`config.mk`:
```
export PLATFORM = sky130hd
export DESIGN_NAME = ctlpin_irq_front
export DESIGN_NICKNAME = d
export VERILOG_FILES = /design/src/rtl/cpfe_pkg.sv /design/src/rtl/cpfe_pin_track.sv /design/src/rtl/cpfe_pend.sv /design/src/rtl/cpfe_ctrl.sv /design/src/rtl/ctlpin_irq_front.sv
export SDC_FILE = /design/constraint.sdc
export NUM_CORES = 1
export LEC_CHECK = 0
export ABC_AREA = 1
export BUFFER_PORTS_ARGS = -buffer_cell sky130_fd_sc_hd__buf_2
export CAP_MARGIN = 40
export CORE_AREA = 2 2 39 41
export CTS_BUF_LIST = sky130_fd_sc_hd__clkbuf_2
export DETAILED_ROUTE_END_ITERATION = 7
export DIE_AREA = 0 0 41 43
export PLACE_DENSITY_LB_ADDON = 0.12
export SLEW_MARGIN = 20
export SYNTH_ARGS = -nofsm -noshare
export SYNTH_HDL_FRONTEND = slang
export SYNTH_HIERARCHICAL = 1
export SYNTH_SLANG_ARGS = --single-unit
```
`constraint.sdc`:
```
create_clock -name clk -period 1 [get_ports clk]
set_input_delay 0.3 -clock clk [delete_from_list [all_inputs] [get_ports clk]]
set_output_delay 0.3 -clock clk [all_outputs]
set_load 0.05 [all_outputs]
```
`src/rtl/cpfe_pkg.sv`:
```
package cpfe_pkg;
  // Pin positions inside the input vector.
  localparam int PIN_TBEN  = 0;
  localparam int PIN_EXT   = 1;
  localparam int PIN_SMI   = 2;
  localparam int PIN_MCHK  = 3;
  localparam int PIN_CSTOP = 4;
  localparam int PIN_HRST  = 5;
  localparam int PIN_SRST  = 6;
  localparam int NDEF      = 7;

  // Pending-vector bit positions.
  localparam int NSRC     = 4;
  localparam int SRC_EXT  = 0;
  localparam int SRC_SMI  = 1;
  localparam int SRC_MCHK = 2;
  localparam int SRC_SRST = 3;

  // Sources that are edge type and therefore need an acknowledge to clear.
  localparam logic [NSRC-1:0] EDGE_SRC = 4'b0100;

  typedef struct packed {
    logic [NSRC-1:0] set;
    logic [NSRC-1:0] clr;
  } pend_upd_t;
endpackage

```
`src/rtl/cpfe_pin_track.sv`:
```
module cpfe_pin_track #(
  parameter int NPINS = 8,
  parameter logic [NPINS-1:0] IDLE_LVL = '0,
  parameter int NOUT = 7
) (
  input  logic             clk,
  input  logic             rst_n,
  input  logic [NPINS-1:0] pins,
  output logic [NOUT-1:0]  rise,
  output logic [NOUT-1:0]  fall
);
  logic [NPINS-1:0] last_q;
  logic [NPINS-1:0] last_d;
  logic [NPINS-1:0] chg;

  always_comb begin
    chg    = pins ^ last_q;
    last_d = pins;
  end

  always_ff @(posedge clk or negedge rst_n) begin
    if (!rst_n) last_q <= IDLE_LVL;
    else        last_q <= last_d;
  end

  for (genvar i = 0; i < NOUT; i++) begin : g_dir
    assign rise[i] = chg[i] &  pins[i];
    assign fall[i] = chg[i] & ~pins[i];
  end
endmodule

```
`src/rtl/cpfe_pend.sv`:
```
module cpfe_pend #(
  parameter int NSRC = 4,
  parameter logic [NSRC-1:0] EDGE_MASK = '0
) (
  input  logic            clk,
  input  logic            rst_n,
  input  logic [NSRC-1:0] set_v,
  input  logic [NSRC-1:0] lvl_clr,
  input  logic [NSRC-1:0] ack,
  output logic [NSRC-1:0] pend,
  output logic            any_req
);
  logic [NSRC-1:0] pend_q, pend_d, clr_eff;
  logic            req_q, req_d;

  always_comb clr_eff = (lvl_clr & ~EDGE_MASK) | (ack & EDGE_MASK);

  // The set term is ORed in last, so a set wins over a clear in the same clock.
  for (genvar i = 0; i < NSRC; i++) begin : g_bit
    always_comb pend_d[i] = set_v[i] | (pend_q[i] & ~clr_eff[i]);
  end

  always_comb req_d = |pend_d;

  always_ff @(posedge clk or negedge rst_n) begin
    if (!rst_n) begin
      pend_q <= '0;
      req_q  <= 1'b0;
    end else begin
      pend_q <= pend_d;
      req_q  <= req_d;
    end
  end

  assign pend    = pend_q;
  assign any_req = req_q;
endmodule

```
`src/rtl/cpfe_ctrl.sv`:
```
module cpfe_ctrl (
  input  logic clk,
  input  logic rst_n,
  input  logic tb_up,
  input  logic tb_dn,
  input  logic cstop_act,
  input  logic hrst_act,
  output logic tb_run,
  output logic core_stop,
  output logic sys_rst_req
);
  logic tb_q, tb_d, stop_q, stop_d, rreq_q, rreq_d;
  logic tb_en;

  always_comb begin
    tb_en  = tb_up | tb_dn;
    tb_d   = tb_up;
    stop_d = stop_q | cstop_act;
    rreq_d = hrst_act;
  end

  always_ff @(posedge clk or negedge rst_n) begin
    if (!rst_n) begin
      tb_q   <= 1'b0;
      stop_q <= 1'b0;
      rreq_q <= 1'b0;
    end else begin
      if (tb_en) tb_q <= tb_d;
      stop_q <= stop_d;
      rreq_q <= rreq_d;
    end
  end

  assign tb_run      = tb_q;
  assign core_stop   = stop_q;
  assign sys_rst_req = rreq_q;
endmodule

```
`src/rtl/ctlpin_irq_front.sv`:
```
module ctlpin_irq_front
  import cpfe_pkg::*;
#(
  parameter int NPINS = 8,
  parameter logic [NPINS-1:0] IDLE_LVL = 8'h30
) (
  input  logic             clk,
  input  logic             rst_n,
  input  logic [NPINS-1:0] pins,
  input  logic [3:0]       ack,
  output logic [3:0]       pend,
  output logic             hard_req,
  output logic             tb_run,
  output logic             core_stop,
  output logic             sys_rst_req
);
  logic [1:0]      rst_sync_q;
  logic            rst_sync_n;
  logic [NDEF-1:0] rise, fall;
  pend_upd_t       upd;

  // Asynchronous assert, synchronous release.
  always_ff @(posedge clk or negedge rst_n) begin
    if (!rst_n) rst_sync_q <= 2'b00;
    else        rst_sync_q <= {rst_sync_q[0], 1'b1};
  end
  assign rst_sync_n = rst_sync_q[1];

  cpfe_pin_track #(.NPINS(NPINS), .IDLE_LVL(IDLE_LVL), .NOUT(NDEF)) u_track (
    .clk(clk), .rst_n(rst_sync_n), .pins(pins), .rise(rise), .fall(fall)
  );

  always_comb begin
    upd = '0;
    upd.set[SRC_EXT]  = rise[PIN_EXT];
    upd.clr[SRC_EXT]  = fall[PIN_EXT];
    upd.set[SRC_SMI]  = rise[PIN_SMI];
    upd.clr[SRC_SMI]  = fall[PIN_SMI];
    upd.set[SRC_MCHK] = fall[PIN_MCHK];
    upd.set[SRC_SRST] = rise[PIN_SRST];
    upd.clr[SRC_SRST] = fall[PIN_SRST];
  end

  cpfe_pend #(.NSRC(NSRC), .EDGE_MASK(EDGE_SRC)) u_pend (
    .clk(clk), .rst_n(rst_sync_n), .set_v(upd.set), .lvl_clr(upd.clr),
    .ack(ack), .pend(pend), .any_req(hard_req)
  );

  cpfe_ctrl u_ctrl (
    .clk(clk), .rst_n(rst_sync_n),
    .tb_up(rise[PIN_TBEN]), .tb_dn(fall[PIN_TBEN]),
    .cstop_act(fall[PIN_CSTOP]), .hrst_act(fall[PIN_HRST]),
    .tb_run(tb_run), .core_stop(core_stop), .sys_rst_req(sys_rst_req)
  );

  // Observe-only inputs and locally unused signals of the other rise/fall bits.
  logic unused_ok;
  assign unused_ok = &{1'b0, rise[PIN_MCHK], rise[PIN_CSTOP], rise[PIN_HRST]};
endmodule

```
## After elaboration in Yosys (flattened, before gate mapping)

Index checks and enable logic that the tools add are counted.

- Reduce and logical (&&, ||, !) cells: 1
- Bitwise operators: 34

Operator list:

| cell | count |
|---|---|
| 1-bit AND | 15 |
| 1-bit inverter | 11 |
| 7-bit bitwise XOR | 1 |
| 1-bit bitwise OR | 6 |
| 4-bit by 3-bit bitwise OR with 4-bit output | 1 |
| 4-bit OR reduction | 1 |

- Output and inout port bits: 8
- Logic and storage cells: 42
- Bits in registers: 17

## Logic depth before layout (Yosys ltp)

Gate-level depths: netlist of run 1.

- Depth in word-level cells: 7
- Mapped depth: 7
- Mapped depth without buffers: 7

## Hierarchy

Netlist of run 1, hierarchy kept.

Modules (own cells, without submodules):

| module | times used | seq. area each (um^2) | area an instance (um^2) | cells each |
|---|---|---|---|---|
| cpfe_pin_track | 1 | 177.7 | 282.8 | 35 |
| cpfe_pend | 1 | 125.1 | 209.0 | 24 |
| cpfe_ctrl | 1 | 75.1 | 96.3 | 8 |
| ctlpin_irq_front | 1 | 50.0 | 57.6 | 4 |

## Worst setup path before layout of run 1

Ideal clock, no wire load.

- Path kind: register -> register
- Start: register u_pend.pend_q[1] (netlist: u_pend/pend[1])
- End: register u_pend.req_q (netlist: u_pend/any_req)
- Library setup time: 0.119 ns
- Setup slack: 0.006 ns
- Period minus slack after synthesis: 0.994 ns
- Arrival: 0.875 ns
- Required time: 0.881 ns
- Buffers on the path: 0
- Cell stages (with the launch flop): 5
- Cells stage by stage: dfrtp_1 -> nand2_2 -> nand2_2 -> nor2_1 -> nand2_1

- Cells in the longest elaborated chain, start to end: 3

RTL lines:

| element | line | RTL |
|---|---|---|
| from (decl) | cpfe_pend.sv:13 | `logic [NSRC-1:0] pend_q, pend_d, clr_eff;` |
| from (signal assigned) | cpfe_pend.sv:30 | `pend_q <= pend_d;` |
| 1-bit AND | cpfe_pend.sv:20 | `always_comb pend_d[i] = set_v[i] \| (pend_q[i] & ~clr_eff[i]);` |
| 1-bit bitwise OR | cpfe_pend.sv:20 |  |
| net u_pend.pend_d[1] | cpfe_pend.sv:13 |  |
| 4-bit OR reduction | cpfe_pend.sv:23 | `always_comb req_d = \|pend_d;` |
| net u_pend.req_d | cpfe_pend.sv:14 | `logic req_q, req_d;` |
| to (signal assigned) | cpfe_pend.sv:31 | `req_q <= req_d;` |
| to (decl) | cpfe_pend.sv:14 |  |

The timed path passes the listed nets, and every way through them passes these cells.
A chain may end at the register's enable or synchronous reset.

## Worst setup path in the final report of run 1

- Start: register u_pend.pend_q[3] (netlist: u_pend/pend[3])
- End: output port pend[3]

RTL lines:

| element | line | RTL |
|---|---|---|
| to (decl) | ctlpin_irq_front.sv:11 | `output logic [3:0] pend,` |

No word-level cell between the ends.

==> metrics.sh, run 1 <==
FIN_SKEW_PS=17.0
POWER.NET_SWITCHING_mW=0.405
FIRST_GLOBAL_VIAS=416
CTS-ROOT-BUF='clkbuf_2'
POWER_DENSITY_nW_PER_UM2=1590
SEQPWRFRAC=0.568
POST-DP-HPWL_UM=626
CRITICAL_PATH_PEAK_FANOUT=2
REG2REGPATHDEPTH=6
PLACE.DETAILED.INSTANCES=98
YOSYS_WARNINGS=6
HOLD_VIOL_FINAL=0
CP_CELL_SEQUENCE='buf_6'
LAYOUT_FILLER_CELL_COUNT=121
P_INT_mW=0.937
GRT-OVFL-TOTAL=0
POST_PLACEMENT_CELL_AREA_UM2=732
CTS.CLK_SLEW.WORST_PATHS_PS=170
DIE-AREA_UM2=1760
CRIT_PATH_TOP_DELAY_CELL='dfrtp_1'
MULTI_INPUT_AREA_UM2=123
CLOCK_TREE_FROM_TRITONCTS='yes'
GRT_ANTENNA_BEFORE_REPAIR=0
PEAK_FREQ_MHz=848
WORST_PATH_DOMINANT_CELL_FAMILY='flip-flops'
STARTPOINT_TYPE='register'
DETAILROUTE.VIA_COUNT=422
INITIAL_CORE_UTIL=0.448
ACCUMULATED_NEGATIVE_SETUP_SLACK_PS=-1300
DRT_ITER0_DRC=3
PLACEMENT.IO_BUFFERS=17
PRE_ANTENNA_DRT_ITERS=2
SYNTHCELLS=64
NUMCTSBUFFERS=3
FIRST_PASS_GRT_WIRE_LENGTH_MM=1.56
FINALCOREUTILIZATION=0.610
DRTANTENNAVIOLNETS=0
SWITCHING_SHARE=0.302
MAX_CAP_VIOLATIONS=0
CORE_REGION_UM2=1380
AVGVIACOUNTPERCELL=3.98
ANTENNA_CELLS_INSERTED=0
POST-ROUTE-DRC-COUNT=0
POWER.CLOCK.FRACTION=0.223
CRITICAL_PATH_CLASS='reg -> out'
FINALPOWER_mW=1.34
RSZ0062_AT_GRT='true'
COMB_POWER_SHARE=0.209
FIN_WORST_HOLD_SLACK_PS=86.4
CRIT_ARRIVAL_PS=880
MAX-VDD-IR-DROP_mV=0.898
MIN-DELAY-PATH-CLASS='reg -> async'
FINALWIRELENGTH_UM=926
LAYOUT_MIN_CYCLE_TIME_PS=1180
VIOLATED_CHECKS='negative setup slack'
WORSTSETUPPATHDEPTH=1
WORST_R2R_ENDPOINT='u_pend/any_req'
TIMING.FINAL.CRIT_SHARE=1.18
FIRST_ELEMENT_OF_THE_CRITICAL_PATH='u_pend/pend[3]'
GRT_USAGE=0.143
CTSHTREEMAXLEVEL=1
CRITICAL_PATH.MAX_STAGE_DELAY_PS=430
POSTSYNTHAREAPERCELL_UM2=9.68
FLOORPLAN.DIE.HEIGHT_UM=43
POST_ROUTE_CELL_AREA_UM2=845
SYNTH_NETS=78
DETAIL_ROUTE.WL_PER_CELL_UM=8.74
WORSTPATHREQUIRED_PS=700
PRE_CTS_SLACK_PS=43.7
DIE_WIDTH_UM=41
PORTS=22
SETUP_VIOL=8
WORST_SETUP_PATH_END_KIND='output port'
FINAL_LAYOUT_SIZE_SUFFIX_GT1_FRAC=0.378
SYNTHTOLAYOUTAREAGROWTH_PCT=36.4
LAYOUTNONFILLERINSTCOUNT=106
P_LEAK_nW=0.470
GRT_MAX_DEGREE=11
FINAL-SEQ-AREA_UM2=428
FINALMAXSLEWVIOLATIONS=0
CLKLATENCYLATEPIN_PS=290
END_OF_THE_CRITICAL_PATH='pend[3]'
CRITICAL_PATH_BUF_INV_COUNT=1
FINAL_NET_COUNT=105
GLOBALPLACE.CONGESTION=0.650
FP-ROW-COUNT=14
CRITICAL_PATH.REG2REG.STARTPOINT='u_pend/pend[1]'
CLOCKBUFFERDEPTH=2
NETLIST_AREA_UM2=619
OUTCOME='complete, but fails checks'
CLOCK-SINKS=17
REG2REG_SLACK_PS=20
WORST_SLACK_PS=-179
## timing repair
action | CTS | global route
hold buffers | 1 | 0
resized for setup | 16 | 3
setup buffers | 2 | 1
setup endpoints to repair | 8 | 9
hold endpoints to repair | 2 | 0
pin swaps | 0 | 4
## routing by layer
layer | global-route usage | vias to the layer above | part of all wire
met2 | 0.213 | 8 | 0.52
met5 | 0 | - | 0
li1 | - | 225 | -
met3 | 0.0314 | 2 | 0.033
met4 | 0.140 | 0 | 0.016
met1 | 0.154 | 187 | 0.43
## power by group through the flow
stage                     Clock, mW  Sequential, mW  Combinational [mW]
after detailed placement          0           0.772               0.218
after global routing          0.345           0.769               0.307
final                         0.299           0.763               0.281
after CTS                     0.311           0.764               0.267
after floorplan                   0           0.868              0.0552
after global placement            0           0.770               0.216
## worst min-delay path by stage
stage                       start                 end  slack (ps)  cells past startpoint
finish              rst_sync_q[1]  u_ctrl/sys_rst_req          90                      0
global route              pins[4]   u_track/last_q[4]          40                      1
CTS                       pins[5]   u_track/last_q[5]          70                      1
detailed placement          rst_n       rst_sync_q[1]          90                      1
global placement            rst_n       rst_sync_q[1]          90                      1
floorplan                   rst_n       rst_sync_q[0]           4                      0
## worst reg2reg max path: cells and delay by family, from the launching register on
family | cells | cell delay [ps]
AND/OR/NAND/NOR | 4 | 240
buffers and inverters | 2 | 260
flip-flops | 1 | 420
## flip-flops by register name, summed over array words and instances, names as in the netlist
name and cells:
u_track/last_q 7, u_pend/pend 4, rst_sync_q 2, u_ctrl/core_stop 1, u_ctrl/sys_rst_req 1, u_ctrl/tb_run 1
u_pend/any_req 1
## placed cells by master (no fill, tap or decap)
| cell type | instances |
|---|---|
| clkinv_2 | 1 |
| nand2_2 | 4 |
| dfrtp_1 | 15 |
| nor2_2 | 2 |
| buf_4 | 4 |
| nand2_4 | 1 |
| buf_6 | 8 |
| dlygate4sd3_1 | 1 |
| buf_2 | 9 |
| inv_1 | 21 |
| or2_1 | 1 |
| dfstp_2 | 2 |
| nand2_1 | 6 |
| nor2_1 | 11 |
| clkbuf_2 | 3 |
| conb_1 | 1 |
## final cells by class
class | instances | share of cell area
sequential | 17 | 0.507
timing repair buffer | 22 | 0.207
multi-input combinational | 26 | 0.145
inverter | 21 | 0.0933
tap | 16 | 0.0237
clock buffer | 3 | 0.0178
clock inverter | 1 | 0.00593
Note: power is estimated with default switching activity, not from simulation.
==> run 2: changes to the inputs <==
- REMOVE_ABC_BUFFERS: not set -> 1
- clock period: 1 -> 1.4 ns (I/O delays scaled with it)
==> run 2 against run 1 <==
The flow now finishes without violations; non-clock buffer count fell by 4; core utilization decreased by 6.3 points; via count decreased by 1.2%; wire length is 12% lower; sequential share of layout area grew 5.9 points; clock-buffer cell count up 1; setup slack improved by 250 ps; critical endpoint unchanged.
==> metrics.sh, run 2 (synthesized netlist as in run 1, its figures left out) <==
MAX-VDD-IR-DROP_mV=0.670
GLOBALPLACE.CONGESTION=0.674
LAYOUTNONFILLERINSTCOUNT=102
MAX_CAP_VIOLATIONS=0
STARTPOINT_TYPE='register'
INITIAL_CORE_UTIL=0.448
FP-ROW-COUNT=14
SWITCHING_SHARE=0.287
GRT-OVFL-TOTAL=0
ACCUMULATED_NEGATIVE_SETUP_SLACK_PS=0
LAYOUT.CELLS.MOST_COMMON='inv_1'
LAYOUT_MIN_CYCLE_TIME_PS=1330
DIE_WIDTH_UM=41
PLACE.DETAILED.INSTANCES=97
DIE-AREA_UM2=1760
MIN-DELAY-PATH-CLASS='reg -> async'
POWER.CLOCK.FRACTION=0.230
WORST_SETUP_PATH_END_KIND='output port'
FIRST_PASS_GRT_WIRE_LENGTH_MM=1.57
WORST_PATH_DOMINANT_CELL_FAMILY='flip-flops'
COMB_POWER_SHARE=0.167
CLOCKBUFFERDEPTH=2
HOLD_VIOL_FINAL=0
SYNTHTOLAYOUTAREAGROWTH_PCT=22.2
P_LEAK_nW=0.430
SEQPWRFRAC=0.604
OUTCOME='completed'
PLACEMENT.IO_BUFFERS=17
POST-DP-HPWL_UM=653
FIN_SKEW_PS=3.82
POST_CTS_SETUP_BUFFER_COUNT=0
WORSTPATHREQUIRED_PS=980
TIMING.FINAL.CRIT_SHARE=0.950
FIRST_GLOBAL_VIAS=420
CLKLATENCYLATEPIN_PS=270
MEASURED_SLEW_AT_THE_WORST_SLEW_CHECK_PIN_PS=557
FINAL_NET_COUNT=101
FLOORPLAN.DIE.HEIGHT_UM=43
RSZ0062_AT_GRT='false'
CTSHTREEMAXLEVEL=1
POST-ROUTE-DRC-COUNT=0
FLIP_FLOP_COUNT_OF_THE_LARGEST_REGISTER_AFTER_LAYOUT=7
P_INT_mW=0.644
CORE_REGION_UM2=1380
MAX_SLEW_MARGIN=0.629
CRIT_PATH_TOP_DELAY_CELL='dfrtp_1'
DETAIL_ROUTE.WL_PER_CELL_UM=8.01
AVGVIACOUNTPERCELL=4.09
CRITICAL_PATH_BUF_INV_COUNT=1
DRTANTENNAVIOLNETS=0
FINALMAXSLEWVIOLATIONS=0
CRIT_ARRIVAL_PS=910
POWER_DENSITY_nW_PER_UM2=1190
CRITICAL_PATH.MAX_STAGE_DELAY_PS=380
CRITICAL_PATH_PEAK_FANOUT=2
LARGEST-REGISTER='u_track/last_q'
FINAL_LAYOUT_SIZE_SUFFIX_GT1_FRAC=0.326
GRT_MAX_DEGREE=16
FINALWIRELENGTH_UM=817
SETUP_VIOL=0
NUMCTSBUFFERS=3
ANTENNA_CELLS_INSERTED=0
GRT_ANTENNA_BEFORE_REPAIR=0
GRT_USAGE=0.139
PEAK_FREQ_MHz=752
MOST_USED_CELLS_IN_THE_LAYOUT_EXCLUDING_FILL_AND_TAP_CELLS='inv_1 (21), buf_2 (16), dfrtp_1 (15), nor2_1 (13), nand2_1 (6)'
CRITICAL_PATH_CLASS='reg -> out'
PORTS=22
PRE_ANTENNA_DRT_ITERS=4
DRT_ITER0_DRC=2
CTS-ROOT-BUF='clkbuf_2'
POWER.NET_SWITCHING_mW=0.260
CTS.CLK_SLEW.WORST_PATHS_PS=140
CLOCK-SINKS=17
CLOCK_TREE_FROM_TRITONCTS='yes'
CP_CELL_SEQUENCE='buf_2'
DETAILROUTE.VIA_COUNT=417
FINALCOREUTILIZATION=0.547
==> run 2: power by group through the flow <==
stage	Clock (mW)	Combinational [mW]	Sequential, mW
global placement	0	0.147	0.555
detailed placement	0	0.149	0.556
global route	0.237	0.167	0.552
floorplan	0	0.0394	0.620
finish	0.208	0.151	0.545
CTS	0.222	0.152	0.547
==> run 2: path summary, 6_finish.rpt <==
check                                        from                 to  slack (ps)  cells past startpoint
worst min-delay path                rst_sync_q[1]     u_pend/pend[2]         240                      0
min in group clk                          pins[4]  u_track/last_q[4]         240                      1
worst max-delay path               u_pend/pend[3]            pend[3]          70                      1
max in group asynchronous           rst_sync_q[1]  u_track/last_q[5]         790                      0
worst min register to register      rst_sync_q[1]     u_pend/pend[2]         240                      0
worst max register to register  u_track/last_q[2]     u_pend/any_req         510                      7
==> run 2: worst reg2reg max path, stage by stage, from the launching register on <==
cell and delay, ps:
dfrtp_1 370, inv_1 40, nor2_1 80, inv_1 50, nand2_2 50, nand2_2 50, nor2_1 110, nand2_1 60
==> run 2: cell type report <==
type	instances	area [µm²]
clock buffer	4	20.0
timing repair buffer	18	97.6
tap	16	20.0
fill	138	627
multi-input combinational	26	113
inverter	21	78.8
sequential	17	428
==> run 2: repair_timing <==
action / 4_1_cts / 5_1_grt
resized for setup: 0 / 1
endpoints found under the hold margin: 2 / 0
hold buffers: 1 / 0
endpoints found under the setup margin: 0 / 1
==> run 2: stage by stage <==
stage,instance area [µm²],hold WS (ps),total power [mW],setup slack (ps)
after floorplan,619,124,0.659,367
after CTS,754,210,0.921,34.1
after global placement,724,205,0.702,346
after global routing,757,200,0.956,4.95
final,757,235,0.904,70.4
after detailed placement,724,206,0.705,327
==> run 2: layer usage <==
layer	share of wire	track usage	vias to the layer above	wire length, µm
met5	0	0	-	0
met4	0.018	0.100	0	15
met3	0.048	0.0471	2	39
met2	0.49	0.200	8	403
met1	0.44	0.166	194	359
li1	-	-	213	-
==> run 3: changes to the inputs <==
- clock period: 1.4 -> 1.34 ns (I/O delays scaled with it)
==> run 3 against run 2 <==
Hold slack got worse by 22 ps; clock-buffer cell count decreased by 1; critical path depth unchanged; sequential power increased by 5.1%; first-iteration DRC count unchanged; clock skew decreased by 2.9 ps; clock power increased by 2%; final area increased by 5.3%; register-to-register slack got worse by 60 ps.
==> metrics.sh, run 3 (synthesized netlist as in run 1, its figures left out) <==
OUTCOME='completed'
CRITICAL_PATH_CLASS='reg -> out'
P_LEAK_nW=0.448
WORST_SLACK_PS=67.9
INITIAL_CORE_UTIL=0.448
DETAILROUTE.VIA_COUNT=423
LARGEST-REGISTER='u_track/last_q'
CP_CELL_SEQUENCE='buf_4'
FINALWIRELENGTH_UM=858
AVGVIACOUNTPERCELL=4.11
DIE_WIDTH_UM=41
MAX_CAP_VIOLATIONS=0
CTSHTREEMAXLEVEL=1
NUMCTSBUFFERS=3
CLOCKBUFFERDEPTH=2
CLKLATENCYLATEPIN_PS=270
ACCUMULATED_NEGATIVE_SETUP_SLACK_PS=0
FIRST_GLOBAL_VIAS=398
LAYOUT_FILLER_CELL_COUNT=123
FP-ROW-COUNT=14
CRIT_PATH_TOP_DELAY_CELL='dfrtp_1'
ANTENNA_CELLS_INSERTED=0
FIN_SKEW_PS=0.884
CLOCK-SINKS=17
FINALCOREUTILIZATION=0.576
CORE_REGION_UM2=1380
GRT_ANTENNA_BEFORE_REPAIR=0
LAYOUT_MIN_CYCLE_TIME_PS=1270
FLIP_FLOP_COUNT_OF_THE_LARGEST_REGISTER_AFTER_LAYOUT=7
CTS-ROOT-BUF='clkbuf_2'
CLOCK_TREE_FROM_TRITONCTS='yes'
DETAIL_ROUTE.WL_PER_CELL_UM=8.33
CRITICAL_PATH_PEAK_FANOUT=2
SYNTHTOLAYOUTAREAGROWTH_PCT=28.7
FLOORPLAN.DIE.HEIGHT_UM=43
POST-ROUTE-DRC-COUNT=0
MAX-VDD-IR-DROP_mV=0.672
MEASURED_SLEW_AT_THE_WORST_SLEW_CHECK_PIN_PS=549
HOLD_VIOL_FINAL=0
DRT_ITER0_DRC=2
WORSTSETUPPATHDEPTH=1
WORST_PATH_DOMINANT_CELL_FAMILY='flip-flops'
FINAL_NET_COUNT=102
FINALPOWER_mW=0.967
DIE-AREA_UM2=1760
GRT_USAGE=0.132
DRTANTENNAVIOLNETS=0
CRITICAL_PATH_BUF_INV_COUNT=1
TIMING.HOLD.WORST_PATH_DEPTH=1
MOST_USED_CELLS_IN_THE_LAYOUT_EXCLUDING_FILL_AND_TAP_CELLS='inv_1 (21), dfrtp_1 (15), nor2_1 (13), buf_2 (9), nand2_1 (6)'
POST_PLACEMENT_CELL_AREA_UM2=724
CRITICAL_PATH.MAX_STAGE_DELAY_PS=410
PLACEMENT.IO_BUFFERS=17
TIMING.FINAL.CRIT_SHARE=0.949
MAX_SLEW_MARGIN=0.634
PRE_CTS_SLACK_PS=285
POWER_DENSITY_nW_PER_UM2=1210
PEAK_FREQ_MHz=786
LAYOUT.CELLS.MOST_COMMON='inv_1'
GRT-OVFL-TOTAL=0
REG2REGPATHDEPTH=7
WORST_SETUP_PATH_END_KIND='output port'
GRT_MAX_DEGREE=16
CRIT_ARRIVAL_PS=870
GLOBALPLACE.CONGESTION=0.674
POST-DP-HPWL_UM=640
WORSTPATHREQUIRED_PS=940
POST_ROUTE_CELL_AREA_UM2=797
PRE_ANTENNA_DRT_ITERS=3
FINALMAXSLEWVIOLATIONS=0
SETUP_VIOL=0
CTS.CLK_SLEW.WORST_PATHS_PS=150
FINAL_LAYOUT_SIZE_SUFFIX_GT1_FRAC=0.333
STARTPOINT_TYPE='register'
MIN-DELAY-PATH-CLASS='in -> reg'
PORTS=22
FIRST_PASS_GRT_WIRE_LENGTH_MM=1.44
## run 3: cell types whose count changed in the layout (fill, tap and decap cells not counted)
| cell | before | now |
|---|---|---|
| buf_4 | 0 | 4 |
| clkinv_2 | 0 | 1 |
| clkbuf_2 | 4 | 3 |
| buf_2 | 16 | 9 |
| buf_6 | 0 | 4 |
## run 3: cell type report
cell class,instances,area (µm²),share of cell area
multi-input cells,26,113,0.141
flip-flops and latches,17,428,0.537
repair buffers,19,138,0.173
clock buffers,3,15.0,0.0188
well taps,16,20.0,0.0251
inverters,21,78.8,0.0989
clock inverters,1,5.00,0.00628
## run 3: path summary, 6_finish.rpt
check	slack, ps	from	endpoint
max in group asynchronous	740	rst_sync_q[1]	u_track/last_q[5]
min in group asynchronous	230	rst_sync_q[1]	u_pend/pend[2]
hold / removal	210	pins[5]	u_track/last_q[5]
setup reg to reg	450	u_track/last_q[6]	u_pend/any_req
hold reg to reg	230	rst_sync_q[1]	u_pend/pend[2]
setup / recovery	70	u_ctrl/core_stop	core_stop
## run 3: metrics by stage
stage	std cells	hold WS, ps
CTS	102	191
global route	103	168
global placement	97	187
floorplan	64	106
detailed placement	97	188
finish	103	213
## run 3: where the power goes
group	switching, mW	leakage (nW)	internal (mW)
sequential	0.0242	0.191	0.548
combinational	0.114	0.241	0.0673
clock	0.145	0.0164	0.0676
total	0.284	0.448	0.683
## run 3: what timing repair did
action	in CTS	in global routing
endpoints found under the hold margin	2	0
buffers inserted	0	1
setup endpoints to repair	2	8
hold buffers	1	0
gates resized for setup	2	15
pin swaps	0	0
## run 3: worst reg2reg max path, stage by stage (launching register included)
cell and delay (ps):
dfrtp_1 380, inv_1 40, nor2_1 90, inv_1 60, nand2_2 50, nand2_2 50, nor2_1 90, nand2_1 50
## run 3: metal layers
metal	share of wire	track usage
met5	0	0
met4	0.017	0.120
met3	0.049	0.0471
met2	0.52	0.181
met1	0.41	0.152
